## src/rtl/dcd_pkg.sv

```systemverilog
package dcd_pkg;

    // Command held in the first pipeline stage
    typedef enum logic [1:0] {
        CMD_DESEL = 2'd0,
        CMD_READ  = 2'd1,
        CMD_WRITE = 2'd2
    } cmd_e;

    // State of the output register slot
    typedef enum logic {
        SLOT_IDLE = 1'b0,
        SLOT_DATA = 1'b1
    } slot_e;

endpackage

```

## src/rtl/dcd_cmd_decode.sv

```systemverilog
module dcd_cmd_decode
    import dcd_pkg::*;
(
    input  logic clk,
    input  logic rst,
    input  logic ce_a_n,
    input  logic ce_b,
    input  logic ce_c_n,
    input  logic stb_host_n,
    input  logic stb_ctrl_n,
    input  logic wr_n,
    output cmd_e cmd_q
);

    logic selected;
    logic strobe;
    cmd_e cmd_d;

    assign selected = ~ce_a_n & ce_b & ~ce_c_n;
    assign strobe   = ~stb_host_n | ~stb_ctrl_n;

    // State register
    always_ff @(posedge clk) begin
        if (rst) begin
            cmd_q <= CMD_DESEL;
        end else begin
            cmd_q <= cmd_d;
        end
    end

    // Next-state decode
    always_comb begin
        cmd_d = cmd_q;
        if (strobe) begin
            if (!selected) begin
                cmd_d = CMD_DESEL;
            end else if (!stb_host_n) begin
                cmd_d = CMD_READ;
            end else begin
                cmd_d = wr_n ? CMD_READ : CMD_WRITE;
            end
        end else begin
            unique case (cmd_q)
                CMD_DESEL: cmd_d = CMD_DESEL;
                CMD_READ,
                CMD_WRITE: cmd_d = wr_n ? CMD_READ : CMD_WRITE;
                default:   cmd_d = CMD_DESEL;
            endcase
        end
    end

endmodule

```

## src/rtl/dcd_out_stage.sv

```systemverilog
module dcd_out_stage
    import dcd_pkg::*;
#(
    parameter int DATA_W = 18
) (
    input  logic              clk,
    input  logic              rst,
    input  cmd_e              cmd_q,
    input  logic [DATA_W-1:0] rd_data,
    input  logic              flow_mode,
    input  logic              oe_n,
    output logic [DATA_W-1:0] dq_out,
    output logic              dq_drive
);

    slot_e             slot_q;
    logic [DATA_W-1:0] data_q;
    logic              slot_busy;

    // Output register: the second pipeline stage
    always_ff @(posedge clk) begin
        if (rst) begin
            slot_q <= SLOT_IDLE;
            data_q <= '0;
        end else begin
            unique case (cmd_q)
                CMD_READ: begin
                    slot_q <= SLOT_DATA;
                    data_q <= rd_data;
                end
                CMD_DESEL,
                CMD_WRITE: begin
                    slot_q <= SLOT_IDLE;
                    data_q <= '0;
                end
                default: begin
                    slot_q <= SLOT_IDLE;
                    data_q <= '0;
                end
            endcase
        end
    end

    // Output drive: register bypassed in flow-through mode
    always_comb begin
        if (flow_mode) begin
            slot_busy = (cmd_q == CMD_READ);
        end else begin
            slot_busy = (slot_q == SLOT_DATA);
        end
        dq_drive = slot_busy & ~oe_n;
        if (!dq_drive) begin
            dq_out = '0;
        end else if (flow_mode) begin
            dq_out = rd_data;
        end else begin
            dq_out = data_q;
        end
    end

endmodule

```

## src/rtl/dcd_out_ctrl.sv

```systemverilog
module dcd_out_ctrl
    import dcd_pkg::*;
#(
    parameter int DATA_W = 18
) (
    input  logic              clk,
    input  logic              rst,
    input  logic              ce_a_n,
    input  logic              ce_b,
    input  logic              ce_c_n,
    input  logic              stb_host_n,
    input  logic              stb_ctrl_n,
    input  logic              wr_n,
    input  logic              flow_mode,
    input  logic              oe_n,
    input  logic [DATA_W-1:0] rd_data,
    output logic [DATA_W-1:0] dq_out,
    output logic              dq_drive
);

    cmd_e cmd_q;

    dcd_cmd_decode u_decode (
        .clk        (clk),
        .rst        (rst),
        .ce_a_n     (ce_a_n),
        .ce_b       (ce_b),
        .ce_c_n     (ce_c_n),
        .stb_host_n (stb_host_n),
        .stb_ctrl_n (stb_ctrl_n),
        .wr_n       (wr_n),
        .cmd_q      (cmd_q)
    );

    dcd_out_stage #(.DATA_W(DATA_W)) u_stage (
        .clk       (clk),
        .rst       (rst),
        .cmd_q     (cmd_q),
        .rd_data   (rd_data),
        .flow_mode (flow_mode),
        .oe_n      (oe_n),
        .dq_out    (dq_out),
        .dq_drive  (dq_drive)
    );

endmodule

```

## config.mk

```make
export PLATFORM = sky130hd
export DESIGN_NAME = dcd_out_ctrl
export DESIGN_NICKNAME = d
export VERILOG_FILES = /design/src/rtl/dcd_pkg.sv /design/src/rtl/dcd_cmd_decode.sv /design/src/rtl/dcd_out_stage.sv /design/src/rtl/dcd_out_ctrl.sv
export SDC_FILE = /design/constraint.sdc
export NUM_CORES = 1
export LEC_CHECK = 0
export ABC_AREA = 1
export BUFFER_PORTS_ARGS = -buffer_cell sky130_fd_sc_hd__clkbuf_2
export CORE_ASPECT_RATIO = 0.9
export CORE_MARGIN = 10
export CORE_UTILIZATION = 25
export DETAILED_ROUTE_END_ITERATION = 12
export PLACE_DENSITY = 0.44
export SLEW_MARGIN = 20
export SYNTH_ARGS = -nofsm -noshare
export SYNTH_HDL_FRONTEND = slang
export SYNTH_SLANG_ARGS = --single-unit
```

## constraint.sdc

```tcl
create_clock -name clk -period 3.4 [get_ports clk]
set_input_delay 0.34 -clock clk [delete_from_list [all_inputs] [get_ports clk]]
set_output_delay 0.34 -clock clk [all_outputs]
set_load 0.05 [all_outputs]
```

==> results.md <==
* H-Tree Level Count at 1
* Vias in the first global route at 1,077
* Die width at 86.1 µm
* YS warnings at 0
* Final wirelength at 2650 µm
* Sw frac at roughly 28%
* Die height at around 80 µm
* Routed Antenna Nets at 0
* Syn nets at between 150 and 200
* Residual DRC at 0
* Synth cell types at 15
* Clock latency on the worst-skew pair at 0.26 ns
* Average wire per standard cell at roughly 12 µm
* CTS tree: built
* Largest net degree at the start of global routing at 21
* Worst slew pin tran at 0.643 ns
* Final worst path period need at roughly 2.3 ns
* Initial core utilization at a little over a quarter
* Sequential share of power at 50.5%
* Int Power at 355 µW
* Switch Pwr at 138 µW
* Area leader, netlist: dfxtp_1
* Final setup margin at approximately 1.1 ns
* Fmax at approximately 440 MHz
* Seq/Total Area, Yosys at 42.7%
* Final Hold Fails at 0
* Combinational Power Share at between 10% and 20%
* Area delta synth->final at 30.4%
* Post-CTS sizing at 0
* Setup TNS at 0 ns
* Crit Path Class: input port to output port
* First-pass GRT wire length at 4740 µm
* Hold Crit Class: input port to flop
* Peak supply drop at about 0.13 mV
* DP HPWL at around 2100 µm
* PwrDens at 384 mW/mm²
* Mapped Area at 983 µm²
* FF-to-FF setup slack at between 2 and 2.5 ns
* CP Max Fanout at 20
* IO Count at 47
* Critical path arrival at around 1.9 ns
* Number of fillers in the final layout at 426
* Static Leak at 0.000662 µW
* CTS sink count at 21
* RSZ-0062 raised after global routing: false
* Die area at 0.00685 mm²
* Hold-fix buffers at CTS at 0
* Post-CTS Setup Repair Bufs at 0
* Top cells by area, synth: dfxtp_1 43%, nand2_1 15%, inv_1 9.2%
* I/O Buffers at 46
* Startpoint Class: input port
* Drt pass-1 iters at 6
* Initial antenna violation count at 0
* Final Slew Violations at 0
* GRT Residual Overflow at 0
* Cts bufs inserted at 3
* Fin crit share at about two thirds
* # diodes at 0
* Final setup fails at 0
* Worst clock skew at ~0.0058 ns
* Crit path required time at 3.06 ns
* DP Worst Slack at about 1.1 ns
* Avg Cell Area, Syn at approximately 7 µm²
* 1st-iter DRT viols at 28
* Seq cells post-synth at 21
* Layout Nets at ~210
* Area fraction of the dominant cell type after synthesis at between 40% and 50%
* Gr usage total at approximately 8.3%
* Reg clk slew, reported paths at roughly 0.080 ns
* CTS Buffer Depth at 2
* Layout cell share with drive strength beyond 1 at about 34%
* Slew HR at between 50% and 60%
* Clock network fraction of design power at between 30% and 40%
* GP Congestion at approximately 0.76
* Row Count at 21
* Post-Syn Instances at between 100 and 150
* DR vias at 958
* CP Capture Type: output port
* Outcome: finished clean
* Placeable Area at about 0.0038 mm²
* Via/cell ratio at between 4 and 5
* Clock Tree Root: clkbuf_8
* Max-cap viol count at 0
==> area by class of cell <==
cell class                      count  area, µm²  share of cell area (%)
Multi-Input combinational cell     88        432                    33.7
Clock buffer                        3       41.3                    3.22
Inverter                           25       93.8                    7.32
Sequential cell                    21        420                    32.8
Tap cell                           46       57.6                    4.49
Clock inverter                      1       7.51                   0.585
Timing Repair Buffer               46        230                    18.0
==> worst paths after layout <==
| path | startpoint | endpoint | cells past startpoint |
|---|---|---|---|
| setup / recovery | flow_mode | dq_out[7] | 5 |
| hold / removal | rst | u_decode.cmd_q[0] | 2 |
| setup reg to reg | u_decode.cmd_q[1] | u_stage.data_q[11] | 4 |
| hold reg to reg | u_decode.cmd_q[0] | u_decode.cmd_q[0] | 4 |
==> Yosys cell counts, drive strengths merged <==
| cell | number |
|---|---|
| nand2 | 40 |
| ha | 1 |
| dfxtp | 21 |
| o21a | 1 |
| nor2 | 23 |
| nand3 | 2 |
| inv | 25 |
| a21oi | 19 |
| o21ai | 2 |
| buf | 5 |
==> cell families (layout without fill, tap and decap cells) <==
| group | Yosys count | count (layout) | share of synthesized area, % |
|---|---|---|---|
| flip-flops | 21 | 21 | 42.7 |
| AND/OR/NAND/NOR | 65 | 65 | 26.6 |
| buffers and inverters | 30 | 75 | 13.4 |
| AO/OA/AOI/OAI | 22 | 22 | 16.0 |
| adder cells (fa/ha/maj) | 1 | 1 | 1.27 |
==> registers in the layout, summed over array words and instances, names as in the netlist <==
| signal | flops |
|---|---|
| u_decode.cmd_q | 2 |
| u_stage.data_q | 18 |
| u_stage.slot_q | 1 |
==> cell usage in the layout (no fill, tap or decap) <==
cell	n
inv_1	24
o21ai_4	1
clkinvlp_4	1
a21oi_1	10
nor2_1	21
inv_2	1
dfxtp_1	21
a21oi_2	9
clkbuf_2	46
o21a_1	1
nand3_1	2
nand2_1	40
nor2_4	2
o21ai_0	1
clkbuf_8	3
ha_1	1
==> layer usage <==
metal / vias up / routed length, µm / part of all wire (%) / GRT usage (%)
li1: 503 / - / - / -
met1: 420 / 1240 / 47 / 9.06
met2: 33 / 1160 / 44 / 13.7
met3: 2 / 231 / 8.7 / 3.57
met4: 0 / 14 / 0.53 / 3.45
met5: - / 0 / 0 / 0
==> worst max-delay path, stage by stage <==
cell and delay, ns:
clkbuf_2 0.36, inv_2 0.26, o21ai_4 0.59, a21oi_1 0.11, clkbuf_2 0.27
==> per-stage QoR <==
stage,utilization [%],area (µm²),hold WS (ns),total power (µW),cells
floorplan,-,983,0.409,304,139
global placement,32.8,1230,0.539,329,226
detailed placement,32.8,1230,0.541,330,226
CTS,34.1,1280,0.248,504,230
global route,34.1,1280,0.261,524,230
finish,34.1,1280,0.258,493,230
==> power by group through the flow <==
stage               logic (µW)  registers [µW]  clock network (µW)
detailed placement        75.5             255                   0
global route              83.6             249                 191
global placement          74.2             255                   0
finish                    74.4             249                 169
floorplan                 48.9             255                   0
CTS                       75.9             249                 179
Note: power is estimated with default switching activity, not from simulation.
